--- config.mk ---
export PLATFORM = sky130hd
export DESIGN_NAME = lpm_ctrl
export DESIGN_NICKNAME = d
export VERILOG_FILES = /design/src/rtl/lpm_pkg.sv /design/src/rtl/lpm_rst_sync.sv /design/src/rtl/lpm_wake_eval.sv /design/src/rtl/lpm_restart_timer.sv /design/src/rtl/lpm_gate_decode.sv /design/src/rtl/lpm_ctrl.sv
export SDC_FILE = /design/constraint.sdc
export NUM_CORES = 1
export LEC_CHECK = 0
export BUFFER_PORTS_ARGS = -buffer_cell sky130_fd_sc_hd__buf_2
export CAP_MARGIN = 15
export CORE_AREA = 2 2 39 41
export DETAILED_ROUTE_END_ITERATION = 16
export DIE_AREA = 0 0 41 43
export GPL_ROUTABILITY_DRIVEN = 0
export PLACE_DENSITY = 0.77
export SYNTH_ARGS = -nofsm -noshare
export SYNTH_HDL_FRONTEND = slang
export SYNTH_SLANG_ARGS = --single-unit
--- constraint.sdc ---
create_clock -name clk -period 2.1 [get_ports clk]
set_input_delay 0.105 -clock clk [delete_from_list [all_inputs] [get_ports clk]]
set_output_delay 0.105 -clock clk [all_outputs]
set_load 0.05 [all_outputs]
--- src/rtl/lpm_pkg.sv ---
package lpm_pkg;

  typedef enum logic [2:0] {
    ST_RUN     = 3'd0,
    ST_SLEEP   = 3'd1,
    ST_SYSSTOP = 3'd2,
    ST_IDLE    = 3'd3,
    ST_RESTART = 3'd4
  } lpm_state_e;

  typedef enum logic [1:0] {
    WAKE_NONE     = 2'd0,
    WAKE_TAKE_IRQ = 2'd1,
    WAKE_RESUME   = 2'd2
  } wake_act_e;

endpackage

--- src/rtl/lpm_rst_sync.sv ---
module lpm_rst_sync #(
  parameter int STAGES = 2
) (
  input  logic clk,
  input  logic rst_n,
  output logic rst_sync_n
);

  logic [STAGES-1:0] sync_q;

  always_ff @(posedge clk or negedge rst_n) begin
    if (!rst_n) sync_q <= '0;
    else        sync_q <= {sync_q[STAGES-2:0], 1'b1};
  end

  assign rst_sync_n = sync_q[STAGES-1];

endmodule

--- src/rtl/lpm_wake_eval.sv ---
module lpm_wake_eval
  import lpm_pkg::*;
#(
  parameter int N_EXT = 3,
  parameter int N_INT = 4
) (
  input  lpm_state_e       state,
  input  logic [N_EXT-1:0] ext_irq,
  input  logic [N_EXT-1:0] ext_irq_en,
  input  logic [N_INT-1:0] int_irq,
  input  logic [N_INT-1:0] int_irq_en,
  input  logic             nmi,
  input  logic             irq_glb_en,
  output logic             wake_req,
  output logic             take_irq
);

  logic [N_EXT-1:0] ext_hit_v;
  logic [N_INT-1:0] int_hit_v;
  logic             in_standby;
  logic             int_allowed;

  for (genvar e = 0; e < N_EXT; e++) begin : g_ext_mask
    assign ext_hit_v[e] = ext_irq[e] & ext_irq_en[e];
  end

  for (genvar i = 0; i < N_INT; i++) begin : g_int_mask
    assign int_hit_v[i] = int_irq[i] & int_irq_en[i];
  end

  always_comb begin
    in_standby  = (state == ST_SLEEP) || (state == ST_SYSSTOP) || (state == ST_IDLE);
    // peripherals are stopped in the deeper states, so their requests are void
    int_allowed = (state == ST_SLEEP);
    wake_req    = in_standby && (nmi || (|ext_hit_v) || (int_allowed && (|int_hit_v)));
    take_irq    = nmi || irq_glb_en;
  end

endmodule

--- src/rtl/lpm_restart_timer.sv ---
module lpm_restart_timer #(
  parameter int CYCLES = 2
) (
  input  logic clk,
  input  logic rst_n,
  input  logic start,
  output logic done
);

  localparam int CW = (CYCLES > 1) ? $clog2(CYCLES) : 1;
  localparam logic [CW-1:0] LOAD = CW'(CYCLES - 1);

  logic [CW-1:0] cnt_q, cnt_d;
  logic          busy_q, busy_d;

  always_comb begin
    cnt_d  = cnt_q;
    busy_d = busy_q;
    if (start) begin
      cnt_d  = LOAD;
      busy_d = 1'b1;
    end else if (busy_q) begin
      if (cnt_q == '0) busy_d = 1'b0;
      else             cnt_d  = cnt_q - 1'b1;
    end
  end

  always_ff @(posedge clk or negedge rst_n) begin
    if (!rst_n) begin
      cnt_q  <= '0;
      busy_q <= 1'b0;
    end else begin
      cnt_q  <= cnt_d;
      busy_q <= busy_d;
    end
  end

  assign done = busy_q && (cnt_q == '0);

endmodule

--- src/rtl/lpm_gate_decode.sv ---
module lpm_gate_decode
  import lpm_pkg::*;
(
  input  lpm_state_e state,
  input  logic       io_halt,
  input  logic       bus_rel_lat,
  input  logic       bus_req,
  output logic       cpu_run,
  output logic       periph_clk_en,
  output logic       sysclk_en,
  output logic       refresh_en,
  output logic       bus_grant_ok
);

  always_comb begin
    cpu_run       = 1'b1;
    periph_clk_en = !io_halt;
    sysclk_en     = 1'b1;
    refresh_en    = 1'b1;
    bus_grant_ok  = bus_req;
    unique case (state)
      ST_RUN: ;
      ST_SLEEP,
      ST_RESTART: cpu_run = 1'b0;
      ST_SYSSTOP: begin
        cpu_run       = 1'b0;
        periph_clk_en = 1'b0;
      end
      ST_IDLE: begin
        cpu_run       = 1'b0;
        periph_clk_en = 1'b0;
        sysclk_en     = 1'b0;
        refresh_en    = 1'b0;
        bus_grant_ok  = bus_req && bus_rel_lat;
      end
      default: cpu_run = 1'b0;
    endcase
  end

endmodule

--- src/rtl/lpm_ctrl.sv ---
module lpm_ctrl
  import lpm_pkg::*;
#(
  parameter int N_EXT       = 3,
  parameter int N_INT       = 4,
  parameter int RESTART_CYC = 2,
  parameter int SYNC_STAGES = 2
) (
  input  logic             clk,
  input  logic             rst_n,
  input  logic             sleep_exec,
  input  logic             io_halt,
  input  logic             ck_sel_hi,
  input  logic             ck_sel_lo,
  input  logic             bus_rel_en,
  input  logic             irq_glb_en,
  input  logic [N_EXT-1:0] ext_irq_en,
  input  logic [N_EXT-1:0] ext_irq,
  input  logic [N_INT-1:0] int_irq_en,
  input  logic [N_INT-1:0] int_irq,
  input  logic             nmi,
  input  logic             bus_req,
  output logic             cpu_run,
  output logic             periph_clk_en,
  output logic             sysclk_en,
  output logic             refresh_en,
  output logic             bus_grant_ok,
  output logic [1:0]       wake_act
);

  logic       rst_sync_n;
  lpm_state_e state_q, state_d;
  logic       act_irq_q, act_irq_d;
  logic       bus_rel_q, bus_rel_d;
  wake_act_e  wake_q, wake_d;
  logic       wake_req, take_irq, tmr_start, tmr_done, sleep_take;

  lpm_rst_sync #(.STAGES(SYNC_STAGES)) u_rst_sync (
    .clk        (clk),
    .rst_n      (rst_n),
    .rst_sync_n (rst_sync_n)
  );

  lpm_wake_eval #(.N_EXT(N_EXT), .N_INT(N_INT)) u_wake_eval (
    .state      (state_q),
    .ext_irq    (ext_irq),
    .ext_irq_en (ext_irq_en),
    .int_irq    (int_irq),
    .int_irq_en (int_irq_en),
    .nmi        (nmi),
    .irq_glb_en (irq_glb_en),
    .wake_req   (wake_req),
    .take_irq   (take_irq)
  );

  lpm_restart_timer #(.CYCLES(RESTART_CYC)) u_restart (
    .clk   (clk),
    .rst_n (rst_sync_n),
    .start (tmr_start),
    .done  (tmr_done)
  );

  lpm_gate_decode u_gates (
    .state         (state_q),
    .io_halt       (io_halt),
    .bus_rel_lat   (bus_rel_q),
    .bus_req       (bus_req),
    .cpu_run       (cpu_run),
    .periph_clk_en (periph_clk_en),
    .sysclk_en     (sysclk_en),
    .refresh_en    (refresh_en),
    .bus_grant_ok  (bus_grant_ok)
  );

  assign sleep_take = (state_q == ST_RUN) && sleep_exec;
  assign tmr_start  = wake_req;

  // next-state process
  always_comb begin
    state_d   = state_q;
    act_irq_d = act_irq_q;
    bus_rel_d = bus_rel_q;
    wake_d    = WAKE_NONE;
    unique case (state_q)
      ST_RUN: begin
        if (sleep_take) begin
          if (!io_halt)                     state_d = ST_SLEEP;
          else if (!ck_sel_hi && ck_sel_lo) state_d = ST_IDLE;
          else                              state_d = ST_SYSSTOP;
        end
      end
      ST_SLEEP, ST_SYSSTOP, ST_IDLE: begin
        if (wake_req) state_d = ST_RESTART;
      end
      ST_RESTART: begin
        if (tmr_done) begin
          state_d = ST_RUN;
          wake_d  = act_irq_q ? WAKE_TAKE_IRQ : WAKE_RESUME;
        end
      end
      default: state_d = ST_RUN;
    endcase
    if (sleep_take) bus_rel_d = bus_rel_en;
    if (tmr_start)  act_irq_d = take_irq;
  end

  // register process
  always_ff @(posedge clk or negedge rst_sync_n) begin
    if (!rst_sync_n) begin
      state_q   <= ST_RUN;
      act_irq_q <= 1'b0;
      bus_rel_q <= 1'b0;
      wake_q    <= WAKE_NONE;
    end else begin
      state_q   <= state_d;
      act_irq_q <= act_irq_d;
      bus_rel_q <= bus_rel_d;
      wake_q    <= wake_d;
    end
  end

  assign wake_act = wake_q;

endmodule

==> flow_summary.json, run 1 <==
{
  "htreeDepth": 1,
  "netlist_area_sq_um": 516.7,
  "cts_max_path_buffers": 2,
  "holdPathStages": 2,
  "synth.top_cells.by_count": "dfrtp_1, nor2_1, nand2_1",
  "cpLargestDelayFamily": "flip-flops",
  "synth-edff-count": 0,
  "drv_slew": 0,
  "cts_hold_buf": 1,
  "grt_pass1_wl_um": 1614,
  "io-pin-count": 31,
  "area_growth_pct": 38.01,
  "avgSynthCellArea_sq_um": 9.937,
  "cts_resized": 0,
  "setup_violations": 0,
  "grt_antenna_before_repair": 0,
  "wl_met1_um": 381,
  "ys_seq_area_share_pct": 53.27,
  "synth_flop_cell": "dfrtp_1",
  "ir_worst_vdd_uv": 463.2,
  "grt_max_degree": 10,
  "end_kind": "output pin",
  "status": "finished clean",
  "row_count": 14,
  "cpMaxStageDelayCell": "dfrtp_1",
  "die-area_sq_um": 1763,
  "fin_nets": 110,
  "clock_sinks": 11,
  "synthTopCellsByArea": "dfrtp_1, a2111oi_4, a22oi_1",
  "yosys.area.top_type_share_pct": 53.27,
  "critPathArrivalTime_ps": 1410,
  "min_path_type": "in -> reg",
  "ys.warnings.count": 0,
  "clkTransAtPathRegs_ps": 70,
  "die_x_um": 41,
  "crit_path_start_kind": "flip-flop",
  "postCtsSetupBuffers": 0,
  "cp_max_fo": 9,
  "grt-ovfl-total": 0,
  "endpoint": "bus_grant_ok",
  "drt_iter0_markers": 5,
  "grt_pass1_vias": 450,
  "fmax_mhz": 659.1,
  "r2r_slack_ps": 730,
  "cpPeakStageDelay_ps": 490,
  "synth_nets": 76,
  "rsz0062_at_grt": "no",
  "num_vias": 477,
  "topRoutingLayerUsed": "met3",
  "wl_met3_um": 133,
  "final_util_pct": 51.54,
  "crit_path_start": "state_q[2]",
  "synthArstFlopShare_pct": 100.0,
  "io_buffer_count": 30,
  "dr_wl_met2_um": 464,
  "drt_wl_total_um": 979,
  "cts_tree": "yes",
  "clockRootBuffer": "clkbuf_4",
  "crit_type": "reg -> out",
  "period_share_pct": 72.25,
  "grtUsageTotal_pct": 13.92,
  "hold_viol": 0,
  "drive_above_1_share_pct": 43.53,
  "initial_core_util_pct": 37.34,
  "r2r-start": "state_q[0]",
  "die-height_um": 43,
  "fin_worst_skew_ps": 3.628,
  "n_antenna_cell": 0,
  "tns_ps": 0,
  "drv_cap": 0,
  "crit_required_ps": 2000,
  "detail_route.first_pass.iterations": 4,
  "cp_cell_sequence": "nor2b_1 > nand2_1 > o21a_1 > buf_2",
  "reg2reg_depth": 4,
  "yosysMostFrequentCell": "dfrtp_1",
  "fillers": 140,
  "syn_inst": 52,
  "r2r-end": "bus_rel_q",
  "period_minus_slack_ps": 1517,
  "powerDensity_nw_per_um2": 1037,
  "ant_nets": 0,
  "worstSkewPairLatency_ps": 260,
  "cts_buffers": 3,
  "synth-seq-cells": 11,
  "drcViolationCount": 0,
  "synth_cell_types": 22,
  "synth_top_area_cell": "dfrtp_1",
  "core_sq_um": 1384,
  "routed_via_density": 4.723,
  "wl_per_cell_um": 9.693,
  "cp_num_buf_inv": 1,
  "p_leak_uw": 0.0003727,
  "cp.depth": 4
}
[layout by cell type (no fill, tap or decap), types with 2 or more instances in the layout]
cell and instances:
a21oi_1 2, nand2_1 5, nand3_1 4, a22oi_1 3, clkbuf_4 3, nor2b_1 3
buf_2 30, nor2_1 6, o21ai_0 2, dfrtp_1 11, inv_1 3
[layout make-up]
class,count,area [sq um],share of cell area [%]
Multi-Input combinational cell,35,215.2,30.18
Clock buffer,3,22.52,3.158
Clock inverter,1,5.005,0.7018
Timing Repair Buffer,31,160.2,22.46
Inverter,4,15.01,2.105
Sequential cell,11,275.3,38.60
Tap cell,16,20.02,2.807
[per-stage QoR]
stage	std cells	instance area [sq um]	worst slack (ps)	hold WS, ps	power (uW)
global route	101	713.2	460.2	60.34	805.4
CTS	101	713.2	556.5	58.57	752.5
floorplan	52	516.7	388.3	-190.6	537.7
detailed placement	96	675.6	736.0	-105.6	609.7
global placement	96	675.6	788.2	-110.4	597.5
finish	101	713.2	582.8	69.19	739.8
[where the power goes]
part | internal, uW | switching (uW) | total (uW) | leakage (uW)
Clock | 70.3 | 65.5 | 136 | 0.0000177
Combinational | 95.0 | 171 | 266 | 0.000218
Sequential | 273 | 64.9 | 338 | 0.000137
Total | 438 | 302 | 740 | 0.000373
[cell families after synthesis]
| kind of cell | count (synthesis) | share of synthesized area [%] |
|---|---|---|
| multiplexers | 2 | 4.116 |
| flip-flops | 11 | 53.27 |
| buffers and inverters | 6 | 5.084 |
| AND/OR/NAND/NOR | 20 | 17.68 |
| other | 1 | 0.7257 |
| AO/OA/AOI/OAI | 12 | 19.13 |
[worst min path at each step]
stage | start | endpoint | slack, ps
after floorplan | rst_n | u_rst_sync.sync_q[0] | -190
after global placement | rst_n | u_rst_sync.sync_q[0] | -110
after detailed placement | rst_n | u_rst_sync.sync_q[0] | -110
after CTS | bus_rel_en | bus_rel_q | 60
after global routing | bus_rel_en | bus_rel_q | 60
final | bus_rel_en | bus_rel_q | 70
[state kept, by name, indices dropped and copies added, names as in the netlist]
signal and flops:
act_irq_q 1, bus_rel_q 1, state_q 3, u_restart.busy_q 1
u_restart.cnt_q 1, u_rst_sync.sync_q 2, wake_act 2
[per-layer routing]
layer / GRT usage (%) / vias to the layer above
met5: 0 / -
met4: 8.000 / 0
met3: 3.141 / 0
met2: 23.13 / 25
met1: 15.07 / 208
li1: - / 244
No activity file was read; power rests on OpenSTA's default activity.
==> run 2: changes to the inputs <==
==> constraint.sdc (replaced) <==
create_clock -name clk -period 1.5 [get_ports clk]
set_input_delay 0.075 -clock clk [delete_from_list [all_inputs] [get_ports clk]]
set_output_delay 0.075 -clock clk [all_outputs]
set_load 0.05 [all_outputs]
==> flow_summary.json, run 2 (same netlist as run 1, synthesis figures left out) <==
{
  "status": "finished clean",
  "die-area_sq_um": 1763,
  "ir_worst_vdd_uv": 601.5,
  "placed_cells": 97,
  "p_leak_uw": 0.0003904,
  "io_buffer_count": 30,
  "wl_per_cell_um": 9.848,
  "final_cell_mix": "buf_2, dfrtp_1, nor2_1",
  "num_vias": 495,
  "crit_required_ps": 1420,
  "ant_nets": 0,
  "fin_cells": 105,
  "clock_sinks": 11,
  "area_growth_pct": 46.25,
  "htreeDepth": 1,
  "cts_tree": "yes",
  "cp_max_fo": 5,
  "worstSkewPairLatency_ps": 270,
  "critPathArrivalTime_ps": 1350,
  "die_x_um": 41,
  "drv_cap": 0,
  "core_sq_um": 1384,
  "grt_pass1_wl_um": 1580,
  "final_common_cell": "buf_2",
  "fmax_mhz": 702.7,
  "rsz0062_at_grt": "no",
  "powerDensity_nw_per_um2": 1500,
  "n_antenna_cell": 0,
  "fin_nets": 114,
  "r2r_slack_ps": 240,
  "regMostFlops": "state_q",
  "routed_via_density": 4.714,
  "r2r-start": "state_q[0]",
  "final_util_pct": 54.61,
  "reg2reg_depth": 4,
  "cts_max_path_buffers": 2,
  "drt_wl_total_um": 1034,
  "crit_type": "reg -> out",
  "hold_end": "bus_rel_q",
  "drv_slew": 0,
  "holdWs_ps": 19.09,
  "period_share_pct": 94.87,
  "drt_iter0_markers": 7,
  "fin_worst_skew_ps": 0.2965,
  "end_kind": "output pin",
  "row_count": 14,
  "initial_core_util_pct": 37.34,
  "worstHoldStart": "bus_rel_en",
  "period_minus_slack_ps": 1423,
  "grt-ovfl-total": 0,
  "drive_above_1_share_pct": 51.69,
  "setup_violations": 0,
  "dp_hpwl_um": 801.8,
  "crit_path_start_kind": "flip-flop",
  "detail_route.first_pass.iterations": 3,
  "r2r-end": "state_q[0]",
  "min_path_type": "in -> reg",
  "tns_ps": 0,
  "hold_viol": 0,
  "grt_antenna_before_repair": 0,
  "grtUsageTotal_pct": 14.01,
  "grt_pass1_vias": 436,
  "grt_max_degree": 10,
  "clkTransAtPathRegs_ps": 70,
  "holdPathStages": 2,
  "io-pin-count": 31,
  "largest_reg_flops": 3,
  "cts_buffers": 3,
  "die-height_um": 43,
  "drcViolationCount": 0,
  "clockRootBuffer": "clkbuf_4"
}
-- run 2: cell types whose count changed in the layout (fill, tap and decap cells not counted), sizes merged --
cell | previous run | this run
buf | 30 | 34
clkbuf | 3 | 4
clkinv | 1 | 0
-- run 2: worst max-delay path: stages (launching register included) --
cell and delay, ps:
dfrtp_2 420, nor2b_2 190, nand2_2 70, o21a_2 190
buf_2 200
-- run 2: report_power, final --
group	internal, uW	total (uW)	leakage, uW	switching [uW]
logic	197	464	0.000241	267
clock network	103	202	0.0000150	98.6
registers	386	468	0.000134	82.2
total	686	1130	0.000390	448
-- run 2: stage by stage --
stage | setup slack (ps) | power, uW | area [sq um]
after floorplan | 34.82 | 763.8 | 525.5
after global placement | 242.3 | 864.0 | 691.9
after CTS | 38.46 | 1088 | 733.2
after detailed placement | 225.6 | 876.2 | 691.9
final | 77.01 | 1133 | 755.7
after global routing | 12.20 | 1222 | 755.7
-- run 2: what timing repair did --
action / CTS / global route
endpoints found under the setup margin: 1 / 1
resized for setup: 3 / 0
setup buffers: 0 / 3
hold buffers: 1 / 0
hold endpoints to repair: 2 / 0
-- run 2: layer usage --
metal / vias to the layer above / wire (um) / share of wire, % / track usage (%)
met4: 0 / 25 / 2.4 / 12.00
met5: - / 0 / 0 / 0
met2: 27 / 478 / 46 / 21.88
met1: 213 / 408 / 39 / 14.68
li1: 251 / - / - / -
met3: 4 / 120 / 12 / 3.141
-- run 2: final cells by class --
type / count / area [sq um]
Tap cell: 16 / 20.02
Multi-Input combinational cell: 35 / 226.5
Sequential cell: 11 / 277.8
Inverter: 4 / 15.01
Timing Repair Buffer: 35 / 190.2
Clock buffer: 4 / 26.28
Fill cell: 130 / 628.1
-- run 2: worst max-delay path by stage --
stage,start,endpoint,cells past startpoint
6_report,state_q[1],bus_grant_ok,4
5_1_grt,state_q[1],bus_grant_ok,4
4_1_cts,state_q[2],bus_grant_ok,4
2_1_floorplan,state_q[2],periph_clk_en,3
3_5_place_dp,state_q[0],state_q[0],4
3_3_place_gp,state_q[0],state_q[0],4
==> run 3: changes to the inputs <==
--- a/config.mk
+++ b/config.mk
@@ -5,13 +5,13 @@
 export SDC_FILE = /design/constraint.sdc
 export NUM_CORES = 1
 export LEC_CHECK = 0
+export ABC_AREA = 1
 export BUFFER_PORTS_ARGS = -buffer_cell sky130_fd_sc_hd__buf_2
 export CAP_MARGIN = 15
-export CORE_AREA = 2 2 39 41
+export CORE_UTILIZATION = 41
 export DETAILED_ROUTE_END_ITERATION = 16
-export DIE_AREA = 0 0 41 43
 export GPL_ROUTABILITY_DRIVEN = 0
-export PLACE_DENSITY = 0.77
+export PLACE_DENSITY = 0.79
 export SYNTH_ARGS = -nofsm -noshare
 export SYNTH_HDL_FRONTEND = slang
 export SYNTH_SLANG_ARGS = --single-unit
==> flow_summary.json, run 3 <==
{
  "powerDensity_nw_per_um2": 1691,
  "synth_nets": 98,
  "yosysMostFrequentCell": "nand2_1",
  "cp_num_buf_inv": 4,
  "holdPathStages": 3,
  "clkPwrFrac_pct": 16.3,
  "endpoint": "cpu_run",
  "cpPeakStageDelay_ps": 410,
  "wl_per_cell_um": 9.123,
  "final_util_pct": 63.71,
  "synth_flop_cell": "dfrtp_1",
  "final_common_cell": "buf_2",
  "die-height_um": 38.89,
  "grt_max_degree": 10,
  "core_sq_um": 1186,
  "p_leak_uw": 0.0004411,
  "synth_top_family_by_area": "simple AND/OR/NAND/NOR gates",
  "htreeDepth": 1,
  "fin_nets": 133,
  "ys_seq_area_share_pct": 49.33,
  "cts_buffers": 3,
  "drv_slew": 0,
  "synth-edff-count": 0,
  "cts_max_path_buffers": 2,
  "grt_pass1_wl_um": 1642,
  "period_minus_slack_ps": 1400,
  "post_synth_fa_ha_maj_area_fraction_pct": 0,
  "synth.top_cells.by_count": "nand2_1, dfrtp_1, nor2_1",
  "final_cell_mix": "buf_2, nand2_1, dfrtp_1",
  "synth_cell_types": 17,
  "power_frac_seq_pct": 35.7,
  "clock_sinks": 11,
  "grt_antenna_before_repair": 0,
  "largest_reg_flops": 3,
  "synthArstFlopShare_pct": 100.0,
  "setup_violations": 0,
  "min_path_type": "in -> reg",
  "synthSimpleGateAreaFrac_pct": 32.29,
  "combPwrFrac_pct": 48.0,
  "n_antenna_cell": 0,
  "cpMaxStageDelayCell": "dfrtp_1",
  "clkTransAtPathRegs_ps": 70,
  "critPathArrivalTime_ps": 1330,
  "crit_type": "reg -> out",
  "status": "finished clean",
  "p_int_uw": 673.1,
  "cp_cell_sequence": "inv_1 > nand2_2 > inv_2 > nand2_2 > inv_2 > buf_2",
  "ys.warnings.count": 0,
  "finalPower_uw": 1278,
  "cpLargestDelayFamily": "buffers and inverters",
  "end_kind": "output pin",
  "hold_viol": 0,
  "crit_path_start": "state_q[1]",
  "num_vias": 555,
  "drt_iter0_markers": 11,
  "routed_via_density": 4.549,
  "dp_hpwl_um": 917.2,
  "cts_resized": 0,
  "row_count": 12,
  "ir_worst_vdd_uv": 841.2,
  "grtUsageTotal_pct": 16.63,
  "drt_wl_total_um": 1113,
  "grt_pass1_vias": 441,
  "yosys.area.top_type_share_pct": 49.33,
  "reg2reg_depth": 8,
  "cts_tree": "yes",
  "fin_cells": 122,
  "avgSynthCellArea_sq_um": 7.541,
  "synth_compound_area_share_pct": 8.969,
  "crit_required_ps": 1420,
  "r2r-end": "act_irq_q",
  "syn_inst": 74,
  "r2r_slack_ps": 280,
  "p_sw_share_pct": 47.34,
  "synthTopCellsByArea": "dfrtp_1, nand2_1, nor2_1",
  "crit_path_start_kind": "flip-flop",
  "synth_xor_xnor_area_share_pct": 0,
  "die-area_sq_um": 1512,
  "worstSkewPairLatency_ps": 270,
  "initial_core_util_pct": 47.05,
  "cp.depth": 6,
  "tns_ps": 0,
  "ant_nets": 0,
  "fin_worst_skew_ps": 3.386,
  "regMostFlops": "state_q",
  "placed_cells": 117,
  "drv_cap": 0,
  "drcViolationCount": 0,
  "p_sw_uw": 605.0,
  "muxShareOfSynthArea_pct": 0,
  "synth_top_area_cell": "dfrtp_1",
  "synth-seq-cells": 11,
  "die_x_um": 38.89,
  "area_growth_pct": 35.43,
  "cp_max_fo": 4,
  "r2r-start": "state_q[2]",
  "io_buffer_count": 30,
  "clockRootBuffer": "clkbuf_4",
  "io-pin-count": 31,
  "period_share_pct": 93.35,
  "netlist_area_sq_um": 558.0,
  "grt-ovfl-total": 0,
  "fmax_mhz": 714.2,
  "cts_hold_buf": 1,
  "drive_above_1_share_pct": 41.67,
  "detail_route.first_pass.iterations": 4,
  "rsz0062_at_grt": "no",
  "postCtsSetupBuffers": 0
}
## run 3: changes by cell type after synthesis, sizes merged, moves of 2 or more
cell | before | now
inv | 4 | 11
a22oi | 3 | 0
nor2 | 7 | 10
nor2b | 3 | 0
o21ai | 2 | 4
nand2 | 5 | 27
## run 3: metrics by stage
step	worst slack [ps]	hold slack [ps]	cell area (sq um)
2_1_floorplan	164.6	-220.6	558.0
3_3_place_gp	321.4	-139.9	718.2
3_5_place_dp	290.2	-137.8	718.2
4_1_cts	92.46	66.56	755.7
5_1_grt	59.93	77.37	755.7
6_report	99.82	58.57	755.7
## run 3: final cells by class
type                            instances  area [sq um]
Sequential cell                        11         275.3
Timing Repair Buffer                   31         160.2
Fill cell                             105         430.4
Tap cell                               14         17.52
Inverter                               11         41.29
Clock buffer                            3         22.52
Multi-Input combinational cell         51         234.0
Clock inverter                          1         5.005
## run 3: cells by family after synthesis
family / after synthesis
compound gates: 8
flops: 11
other cells: 1
buf+inv: 12
simple gates: 42
## run 3: worst min-delay path by stage
stage,from,slack (ps),end
after global placement,rst_n,-140,u_rst_sync.sync_q[0]
after global routing,bus_rel_en,80,bus_rel_q
after CTS,bus_rel_en,70,bus_rel_q
final,bus_rel_en,60,bus_rel_q
after detailed placement,rst_n,-140,u_rst_sync.sync_q[0]
after floorplan,rst_n,-220,u_rst_sync.sync_q[0]
## run 3: power by group through the flow
stage,clock network [uW],registers (uW),logic [uW]
after global placement,0,455,588
after global routing,222,467,678
after floorplan,0,465,464
after CTS,210,455,616
after detailed placement,0,461,612
final,208,456,614
## run 3: per-layer routing
metal | up-vias | GRT usage, % | part of all wire (%)
met5 | - | 0 | 0
met4 | 0 | 12.93 | 2.2
met3 | 4 | 1.734 | 6.9
met2 | 33 | 26.67 | 43
met1 | 225 | 20.00 | 47
li1 | 293 | - | -
## run 3: tightest hold or removal path, delay by kind of cell
family                 cells  cell delay [ps]
and+or+nand+nor            1               30
buffers and inverters      1               80
AOI/OAI and AO/OA          1              100
